===== config.mk =====
export PLATFORM = sky130hd
export DESIGN_NAME = msn_chan_norm
export DESIGN_NICKNAME = d
export VERILOG_FILES = /design/src/rtl/msn_pkg.sv /design/src/rtl/msn_chan_pick.sv /design/src/rtl/msn_offset_sel.sv /design/src/rtl/msn_squeeze.sv /design/src/rtl/msn_chan_norm.sv
export SDC_FILE = /design/constraint.sdc
export NUM_CORES = 1
export LEC_CHECK = 0
export BUFFER_PORTS_ARGS = -buffer_cell sky130_fd_sc_hd__clkbuf_2
export CAP_MARGIN = 15
export CORE_MARGIN = 2
export CORE_UTILIZATION = 48
export CTS_CLUSTER_DIAMETER = 40
export DETAILED_ROUTE_END_ITERATION = 7
export PLACE_DENSITY = 0.82
export SLEW_MARGIN = 10
export SYNTH_ARGS = -nofsm -noshare
export SYNTH_HDL_FRONTEND = slang
export SYNTH_SLANG_ARGS = --single-unit

===== constraint.sdc =====
create_clock -name clk -period 5.73 [get_ports clk]
set_input_delay 1.719 -clock clk [delete_from_list [all_inputs] [get_ports clk]]
set_output_delay 1.719 -clock clk [all_outputs]
set_load 0.1 [all_outputs]

===== src/rtl/msn_pkg.sv =====
`timescale 1ns/1ps
// Shared encodings for the channel select and normalizer.
// Assumes: two channels, so a channel number is one bit wide.
package msn_pkg;
    // Interleave scheme codes; bit 1 selects hashing, bit 0 the partner bit
    localparam logic [1:0] ILV_BIT6  = 2'd0;
    localparam logic [1:0] ILV_BIT12 = 2'd1;
    localparam logic [1:0] ILV_HASH6 = 2'd2;
    localparam logic [1:0] ILV_HASH9 = 2'd3;

    // Which offset is subtracted from the system address
    typedef enum logic [1:0] {
        OFS_RANGE = 2'd0,
        OFS_HIGH  = 2'd1,
        OFS_HOLE  = 2'd2
    } ofs_src_e;
endpackage


===== src/rtl/msn_chan_pick.sv =====
`timescale 1ns/1ps
// Channel chooser: decides the high-range flag and the channel through a
// fixed priority (ganged, high range, interleave schemes, fallback).
// Assumes: the select base is given as address bits above SEL_LSB.
module msn_chan_pick
    import msn_pkg::*;
#(
    parameter int ADDR_W  = 48,
    parameter int NODE_W  = 2,
    parameter int SEL_LSB = 27,
    parameter int ILV_LSB = 12
) (
    input  logic [ADDR_W-1:0]         addr_i,
    input  logic [NODE_W-1:0]         node_bits_i,
    input  logic                      hi_rng_en_i,
    input  logic                      hi_chan_i,
    input  logic                      ilv_en_i,
    input  logic                      gang_en_i,
    input  logic [1:0]                code_i,
    input  logic [ADDR_W-SEL_LSB-1:0] sel_base_i,
    output logic                      hi_sel_o,
    output logic                      chan_o
);
    localparam int HASH_LO = 16;
    localparam int HASH_HI = 20;

    logic [ADDR_W-1:0] base_addr;
    logic [ADDR_W-1:0] ilv_shift;
    logic              hash;

    // Expand the select base and prepare the interleave-bit view
    always_comb begin
        base_addr = {sel_base_i, {SEL_LSB{1'b0}}};
        ilv_shift = addr_i >> (ILV_LSB + int'(node_bits_i));
        hash      = ^addr_i[HASH_HI:HASH_LO];
    end

    // Prioritized channel decision
    always_comb begin
        hi_sel_o = hi_rng_en_i && !gang_en_i && (addr_i >= base_addr);
        if (gang_en_i)
            chan_o = addr_i[3];
        else if (hi_sel_o)
            chan_o = hi_chan_i;
        else if (ilv_en_i && code_i == ILV_BIT6)
            chan_o = addr_i[6];
        else if (ilv_en_i && code_i[1])
            chan_o = hash ^ (code_i[0] ? addr_i[9] : addr_i[6]);
        else if (ilv_en_i)
            chan_o = ilv_shift[0];
        else if (hi_rng_en_i)
            chan_o = ~hi_chan_i;
        else
            chan_o = 1'b0;
    end
endmodule


===== src/rtl/msn_offset_sel.sv =====
`timescale 1ns/1ps
// Offset chooser: picks range base, high-range offset or hole offset and
// returns the full-width value to subtract.
// Assumes: fields arrive as address bits above their LSB positions.
module msn_offset_sel
    import msn_pkg::*;
#(
    parameter int ADDR_W   = 48,
    parameter int SEL_LSB  = 27,
    parameter int OFS_LSB  = 26,
    parameter int HOLE_LSB = 23,
    parameter int HOLE_W   = 8
) (
    input  logic [ADDR_W-1:0]         addr_i,
    input  logic                      hi_sel_i,
    input  logic [ADDR_W-SEL_LSB-1:0] sel_base_i,
    input  logic [ADDR_W-OFS_LSB-1:0] sel_ofs_i,
    input  logic [HOLE_W-1:0]         hole_ofs_i,
    input  logic                      hole_valid_i,
    input  logic [ADDR_W-1:0]         range_base_i,
    output ofs_src_e                  src_o,
    output logic [ADDR_W-1:0]         offset_o
);
    localparam int FOUR_G   = 32;
    localparam int BASE_CUT = FOUR_G - SEL_LSB;

    logic above_4g;
    logic base_low;

    // Classify the address and select base against the 4 GiB line
    always_comb begin
        above_4g = |addr_i[ADDR_W-1:FOUR_G];
        base_low = ~|sel_base_i[ADDR_W-SEL_LSB-1:BASE_CUT];
    end

    // Choose the offset source and expand it
    always_comb begin
        if (hole_valid_i && above_4g && (!hi_sel_i || base_low))
            src_o = OFS_HOLE;
        else if (hi_sel_i)
            src_o = OFS_HIGH;
        else
            src_o = OFS_RANGE;
        case (src_o)
            OFS_HOLE: offset_o = ADDR_W'({hole_ofs_i, {HOLE_LSB{1'b0}}});
            OFS_HIGH: offset_o = {sel_ofs_i, {OFS_LSB{1'b0}}};
            default:  offset_o = range_base_i;
        endcase
    end
endmodule


===== src/rtl/msn_squeeze.sv =====
`timescale 1ns/1ps
// Bit squeezer: deletes node-interleave bits above bit 11, then the
// channel-interleave bit chosen by the scheme code when stripping is on.
// Assumes: node bit count is at most 3 and the input is offset-adjusted.
module msn_squeeze
    import msn_pkg::*;
#(
    parameter int ADDR_W  = 48,
    parameter int NODE_W  = 2,
    parameter int ILV_LSB = 12
) (
    input  logic [ADDR_W-1:0] addr_i,
    input  logic [NODE_W-1:0] node_bits_i,
    input  logic              strip_chan_i,
    input  logic [1:0]        code_i,
    output logic [ADDR_W-1:0] addr_o
);
    localparam logic [ADDR_W-1:0] ONE      = ADDR_W'(1);
    localparam logic [ADDR_W-1:0] LOW_KEEP = (ONE << ILV_LSB) - ONE;

    logic [ADDR_W-1:0] node_out;
    logic [ADDR_W-1:0] keep_mask;
    int                pos;

    // Close the gap left by node interleaving
    always_comb begin
        node_out = ((addr_i >> (ILV_LSB + int'(node_bits_i))) << ILV_LSB)
                 | (addr_i & LOW_KEEP);
    end

    // Close the gap left by channel interleaving
    always_comb begin
        if (!code_i[0])
            pos = 6;
        else if (code_i == ILV_BIT12)
            pos = 12;
        else
            pos = 9;
        keep_mask = (ONE << pos) - ONE;
        if (strip_chan_i)
            addr_o = ((node_out >> (pos + 1)) << pos) | (node_out & keep_mask);
        else
            addr_o = node_out;
    end
endmodule


===== src/rtl/msn_chan_norm.sv =====
`timescale 1ns/1ps
// Channel select and normalizer top: picks a channel, subtracts the
// proper offset, squeezes out interleave bits and registers the result.
// Assumes: the address has already been matched to this node's range.
module msn_chan_norm
    import msn_pkg::*;
#(
    parameter int ADDR_W   = 48,
    parameter int NODE_W   = 2,
    parameter int SEL_LSB  = 27,
    parameter int OFS_LSB  = 26,
    parameter int HOLE_LSB = 23,
    parameter int HOLE_W   = 8,
    parameter int CNT_W    = 2
) (
    input  logic                      clk,
    input  logic                      rst_n,
    input  logic [ADDR_W-1:0]         sys_addr,
    input  logic [NODE_W-1:0]         node_ilv_bits,
    input  logic [ADDR_W-1:0]         range_base,
    input  logic                      hi_rng_en,
    input  logic                      hi_chan,
    input  logic                      sel_ilv_en,
    input  logic                      gang_en,
    input  logic [1:0]                ilv_code,
    input  logic [ADDR_W-SEL_LSB-1:0] sel_base,
    input  logic [ADDR_W-OFS_LSB-1:0] sel_base_ofs,
    input  logic [HOLE_W-1:0]         hole_ofs,
    input  logic                      hole_valid,
    input  logic [CNT_W-1:0]          chan_count,
    output logic                      chan,
    output logic                      hi_sel,
    output logic [ADDR_W-1:0]         chan_addr,
    output logic                      chan_err
);
    localparam int ILV_LSB = 12;

    logic              hi_d;
    logic              chan_d;
    ofs_src_e          src;
    logic [ADDR_W-1:0] offset;
    logic [ADDR_W-1:0] rebased;
    logic [ADDR_W-1:0] squeezed;
    logic              strip;
    logic              err_d;

    msn_chan_pick #(
        .ADDR_W(ADDR_W), .NODE_W(NODE_W), .SEL_LSB(SEL_LSB), .ILV_LSB(ILV_LSB)
    ) u_pick (
        .addr_i(sys_addr), .node_bits_i(node_ilv_bits), .hi_rng_en_i(hi_rng_en),
        .hi_chan_i(hi_chan), .ilv_en_i(sel_ilv_en), .gang_en_i(gang_en),
        .code_i(ilv_code), .sel_base_i(sel_base), .hi_sel_o(hi_d), .chan_o(chan_d)
    );

    msn_offset_sel #(
        .ADDR_W(ADDR_W), .SEL_LSB(SEL_LSB), .OFS_LSB(OFS_LSB),
        .HOLE_LSB(HOLE_LSB), .HOLE_W(HOLE_W)
    ) u_ofs (
        .addr_i(sys_addr), .hi_sel_i(hi_d), .sel_base_i(sel_base),
        .sel_ofs_i(sel_base_ofs), .hole_ofs_i(hole_ofs), .hole_valid_i(hole_valid),
        .range_base_i(range_base), .src_o(src), .offset_o(offset)
    );

    // Remove the offset, decide channel stripping and range the channel
    always_comb begin
        rebased = sys_addr - offset;
        strip   = sel_ilv_en && !hi_d && !gang_en;
        err_d   = CNT_W'(chan_d) >= chan_count;
    end

    msn_squeeze #(
        .ADDR_W(ADDR_W), .NODE_W(NODE_W), .ILV_LSB(ILV_LSB)
    ) u_sqz (
        .addr_i(rebased), .node_bits_i(node_ilv_bits), .strip_chan_i(strip),
        .code_i(ilv_code), .addr_o(squeezed)
    );

    // Output register with synchronous clear
    always_ff @(posedge clk) begin
        if (!rst_n) begin
            chan      <= 1'b0;
            hi_sel    <= 1'b0;
            chan_addr <= '0;
            chan_err  <= 1'b0;
        end else begin
            chan      <= chan_d;
            hi_sel    <= hi_d;
            chan_addr <= squeezed;
            chan_err  <= err_d;
        end
    end

    // ganged mode never reports the high range
    assert_gang_no_high_R1: assert property (@(posedge clk) disable iff (!rst_n)
        gang_en |=> !hi_sel);
    // without high-range mode the flag stays low
    assert_high_needs_mode_R1: assert property (@(posedge clk) disable iff (!rst_n)
        !hi_rng_en |=> !hi_sel);
    // ganged channel follows address bit 3
    assert_gang_bit3_R2: assert property (@(posedge clk) disable iff (!rst_n)
        gang_en |=> (chan == $past(sys_addr[3])));
    // a high-range result carries the programmed channel
    assert_high_chan_R3: assert property (@(posedge clk) disable iff (!rst_n)
        rst_n |=> (!hi_sel || chan == $past(hi_chan)));
    // error flag tracks the channel against the configured count
    assert_err_range_R11: assert property (@(posedge clk) disable iff (!rst_n)
        rst_n |=> (chan_err == (CNT_W'(chan) >= $past(chan_count))));
    // the low 12 bits are untouched when no interleave removes them
    assert_low_bits_kept_R9: assert property (@(posedge clk) disable iff (!rst_n)
        (!sel_ilv_en && range_base[11:0] == 12'h0 && !hole_valid && !hi_rng_en)
        |=> (chan_addr[11:0] == $past(sys_addr[11:0])));
endmodule


==> results of run 1 <==
[kinds of logic after synthesis]
logic type      count (synthesis)  synth area share (%)
simple gates                  308                  21.6
xor+xnor                       49                  6.61
mux                            36                  5.84
compound gates                311                  31.4
buf+inv                        91                  5.17
flops                          51                  15.2
other cells                     2                 0.112
fa+ha+maj                      75                  14.1
[through the flow]
step                      setup TNS (ns)  util [%]  setup slack [ns]  area [µm²]
after floorplan                  -0.0943         -           -0.0823        6980
after global placement            -18.28      72.0            -0.682        9920
after detailed placement          -24.14      72.0            -0.874        9920
after CTS                          -2.36      81.0            -0.231       11200
[synth_stat cells, types with 9 or more instances]
library cell  number  area [µm²]
a211oi_1          10        75.1
a21o_1            22         165
a21oi_1           86         430
a22o_1            10        87.6
a22oi_1           25         188
and2_1             9        56.3
clkbuf_1          35         131
dfxtp_1           51        1020
ha_1              74         926
inv_1             46         173
mux2i_1           28         280
nand2_1          109         409
nand2b_1          12        75.1
nand3_1           29         145
nand4_1           20         125
nor2_1            69         259
nor3_1            16        80.1
nor4_1            16         100
o211ai_1          16         120
o21ai_0           50         250
o21ai_1           10        50.1
o221ai_1          10        87.6
xnor2_1           28         245
xor2_1            19         166
[per-layer routing]
metal | GRT overflow | track usage [%]
met5 | 0 | 16.7
met2 | 2 | 89.5
met4 | 1 | 72.8
met3 | 0 | 52.7
met1 | 0 | 69.6
[what timing repair did]
| action | in CTS |
|---|---|
| buffers inserted | 27 |
| cloned | 0 |
| pin swaps | 99 |
| resized for setup | 167 |
| setup endpoints to repair | 35 |
==> out/metrics.yaml, run 1 <==
status: "stopped before the end"
yosys_warnings: 0
synthDistinctLibCells: 81
crit_endpoint: "chan_addr[43]$_SDFF_PN0_/D"
dp_hpwl_um: 20700
track_usage_pct: 70.6
lastStage: "global routing"
gr-total-overflow: 3
cts_sinks: 51
syn_avg_cell_area_um2: 7.28
die_y_um: 122
rows: 43
ys_ff_latch: 51
error: "[ERROR GRT-0232] Routing congestion too high. Check the congestion heatmap in the GUI."
cts_buffers: 5
clockBufferDepth: 2
ys_seq_area_share_pct: 15.2
gp_congestion: 0.951
synth_enable_flop_cells: 0
io_buffers: 210
grt_max_degree: 42
root_buffer: "clkbuf_16"
syn_area_um2: 6720
cts-htree-levels: 2
dp_cells: 1522
cts_hold_buf: 0
synth_cells: 923
async_flop_share_pct: 0
die_w_um: 122
start_util_pct: 48.8
pin_count: 211
synth_ff_type: "dfxtp_1"
worst_endpoint_kind: "register input"
==> inputs of run 2 (changes only) <==
--- a/config.mk
+++ b/config.mk
@@ -8,10 +8,9 @@
 export BUFFER_PORTS_ARGS = -buffer_cell sky130_fd_sc_hd__clkbuf_2
 export CAP_MARGIN = 15
 export CORE_MARGIN = 2
-export CORE_UTILIZATION = 48
-export CTS_CLUSTER_DIAMETER = 40
+export CORE_UTILIZATION = 35
 export DETAILED_ROUTE_END_ITERATION = 7
-export PLACE_DENSITY = 0.82
+export PLACE_DENSITY_LB_ADDON = 0.15
 export SLEW_MARGIN = 10
 export SYNTH_ARGS = -nofsm -noshare
 export SYNTH_HDL_FRONTEND = slang
==> constraint.sdc (replaced) <==
create_clock -name clk -period 7.45 [get_ports clk]
set_input_delay 2.235 -clock clk [delete_from_list [all_inputs] [get_ports clk]]
set_output_delay 2.235 -clock clk [all_outputs]
set_load 0.1 [all_outputs]
==> run 2 against run 1 <==
  * The flow now finishes without violations
  * Synthesized cell count unchanged
  * Area after synthesis did not move
==> out/metrics.yaml, run 2 <==
synth_top_area_cell: "dfxtp_1"
drt-vias-per-instance: 5.53
rows: 50  # +16%
syn_area_um2: 6720  # unchanged
drc_errors: 0
synthDistinctLibCells: 81  # unchanged
max_freq_mhz: 143
synth_top_area_share_pct: 15.2  # unchanged
cp_top_family: "compound AO/OA/AOI/OAI gates"
synth_xor_area_share_pct: 6.61  # unchanged
cts_tree: "done"
grt_pass1_vias: 7131
cts_sinks: 51  # unchanged
utilization_pct: 44.4
hold_class: "input port to flop"
slew_headroom_pct: 41.4
io_buffers: 210  # unchanged
setup.worst_path.end: "chan_addr[43]"
nets: 1368
ys_ff_latch: 51  # unchanged
path_buf_inv: 4
synth_cells: 923  # unchanged
synth_enable_flop_cells: 0  # unchanged
report.final.slew_viol_count: 0
synth-compound-area-share_pct: 31.4  # unchanged
grt_pass1_wl_um: 36700
gr-total-overflow: 0
critPathLaunch: "sys_addr[18]"
hold_viol: 0
track_usage_pct: 22.6
ys_seq_area_share_pct: 15.2  # unchanged
cts_hold_buf: 0  # unchanged
yosysMostFrequentCell: "nand2_1"
setup_ws_ns: 0.468
synth_ff_type: "dfxtp_1"
die_y_um: 143  # +17%
seq_area_um2: 1020
fin_crit_ns: 6.98
muxShareOfSynthArea_pct: 5.84  # unchanged
n_antenna_cell: 0
multi_input_area_um2: 5370
root_buffer: "clkbuf_16"
syn_avg_cell_area_um2: 7.28  # unchanged
clockBufferDepth: 2  # unchanged
largest_register: "chan_addr"
largest_register_ffs: 48
critPathMaxFanout: 20
clock_power_share_pct: 15.4
peakVddDrop_uv: 125
synth-simple-area-share_pct: 21.6  # unchanged
core_area_um2: 18800
yosys-top-cells-area: "dfxtp_1 15%, ha_1 14%, a21oi_1 6.4%"
postCtsSetupBuffers: 0  # -100%
drv_cap: 0
finalSetupTns_ns: 0
crit_type: "input port to flop"
pwr-share-seq_pct: 19.3
wirelength_um: 23400
critPathLaunchType: "input port"
drive_gt1_share_pct: 24.7
yosys_warnings: 0  # unchanged
critPathCaptureType: "flop"
nFillCells: 1998
power_frac_comb_pct: 65.4
p_int_uw: 810
gp_congestion: 0.948  # -0.33%
yosys.area_share.adder_pct: 14.1  # unchanged
async_flop_share_pct: 0  # unchanged
p_switching_uw: 911
cp.required_ns: 7.64
wl_per_cell_um: 17.1
p_leak_nw: 3.94
crit_slowest_cell: "ha_1"
cts_buffers: 5  # unchanged
status: "finished, final reports clean"
yosys-top-cells-count: "109 x nand2_1, 86 x a21oi_1, 74 x ha_1"
postCtsResizedCells: 0  # -100%
grt_max_degree: 44
area_growth_syn_to_layout_pct: 23.9
worstMarginPinSlew_ns: 0.877
fin_cells: 1367
powerDensity_nw_per_um2: 207
worstSetupPathDepth: 23
pin_count: 211  # unchanged
clk_pin_slew_ns: 0.07
antenna_found_initial: 0
vias: 7560
path_cells: "clkbuf_2 > inv_1 > ha_1 > nor4b_1 > buf_4 > and4_1 > a211oi_1 > o211ai_2 > a32oi_2 > buf_4 > a22oi_1 > ha_1 > nand4_1 > nor3_4 > nand2_1 > a2111oi_2 > nor4_1 > o31ai_1 > a21oi_1 > xor2_1 > mux2i_1 > o2bb2ai_1 > a221o_1"
die_area_um2: 20300
dp_cells: 1360  # -11%
fin_crit_sh_pct: 93.7
pre_cts_slack_ns: 0.0630  # +0.937 ns
die_w_um: 143  # +17%
crit_path_max_incr_delay_ns: 0.45
synth_top_family_by_area: "compound AO/OA/AOI/OAI gates"
dr.pass1.iters: 5
drt_iter0_markers: 499
cts-htree-levels: 2  # unchanged
final_common_cell: "clkbuf_2"
setup_viol: 0
dp_hpwl_um: 19800  # -4.4%
switching_share_pct: 52.9
ant_nets: 0
arrival_ns: 7.18
start_util_pct: 35.8  # -13 points
final_cell_mix: "210 x clkbuf_2, 109 x nand2_1, 85 x a21oi_1"
finalPower_mw: 1.72
[run 2: cell counts after synthesis]
Identical to the previous run, type by type.
[run 2: worst min path at each step]
stage / from / to / cells past startpoint
global placement: chan_count[1] / chan_err / 2
CTS: chan_count[1] / chan_err / 2
finish: chan_count[1] / chan_err / 2
floorplan: chan_count[1] / chan_err / 1
detailed placement: chan_count[1] / chan_err / 2
global route: chan_count[1] / chan_err / 2
[run 2: cells by family (layout without fill, tap and decap cells)]
logic type	Yosys count	count (layout)
mux	36	36
flops	51	51
fa+ha+maj	75	75
buf+inv	91	299
compound gates	311	311
simple gates	308	308
other cells	2	4
xor+xnor	49	49
[run 2: cell type report]
type | count | area share [%]
clock buffer | 6 | 1.55
clock inverter | 1 | 0.360
inverter | 48 | 2.16
multi-input combinational | 783 | 64.5
sequential | 51 | 12.3
tap | 234 | 3.51
timing repair buffer | 244 | 15.7
[run 2: per-layer routing]
metal / wire length [µm] / GRT usage [%]
met5: 0 / 0
met4: 307 / 4.38
met3: 1470 / 3.26
met2: 10000 / 34.9
met1: 11600 / 33.4
[run 2: power by group through the flow]
stage	Sequential [mW]	Clock, mW	Combinational, mW
3_5_place_dp	0.339	0	1.11
6_report	0.332	0.264	1.13
5_1_grt	0.335	0.278	1.21
2_1_floorplan	0.667	0	0.513
4_1_cts	0.333	0.271	1.12
3_3_place_gp	0.340	0	1.11
[run 2: per-stage QoR]
step / hold slack (ns) / cell area, µm²
final: 2.08 / 8330
after global routing: 2.08 / 8330
after CTS: 2.08 / 8320
after detailed placement: 2.40 / 8160
after global placement: 2.40 / 8160
after floorplan: 2.31 / 6730
Power figures use the tool's default switching activity.
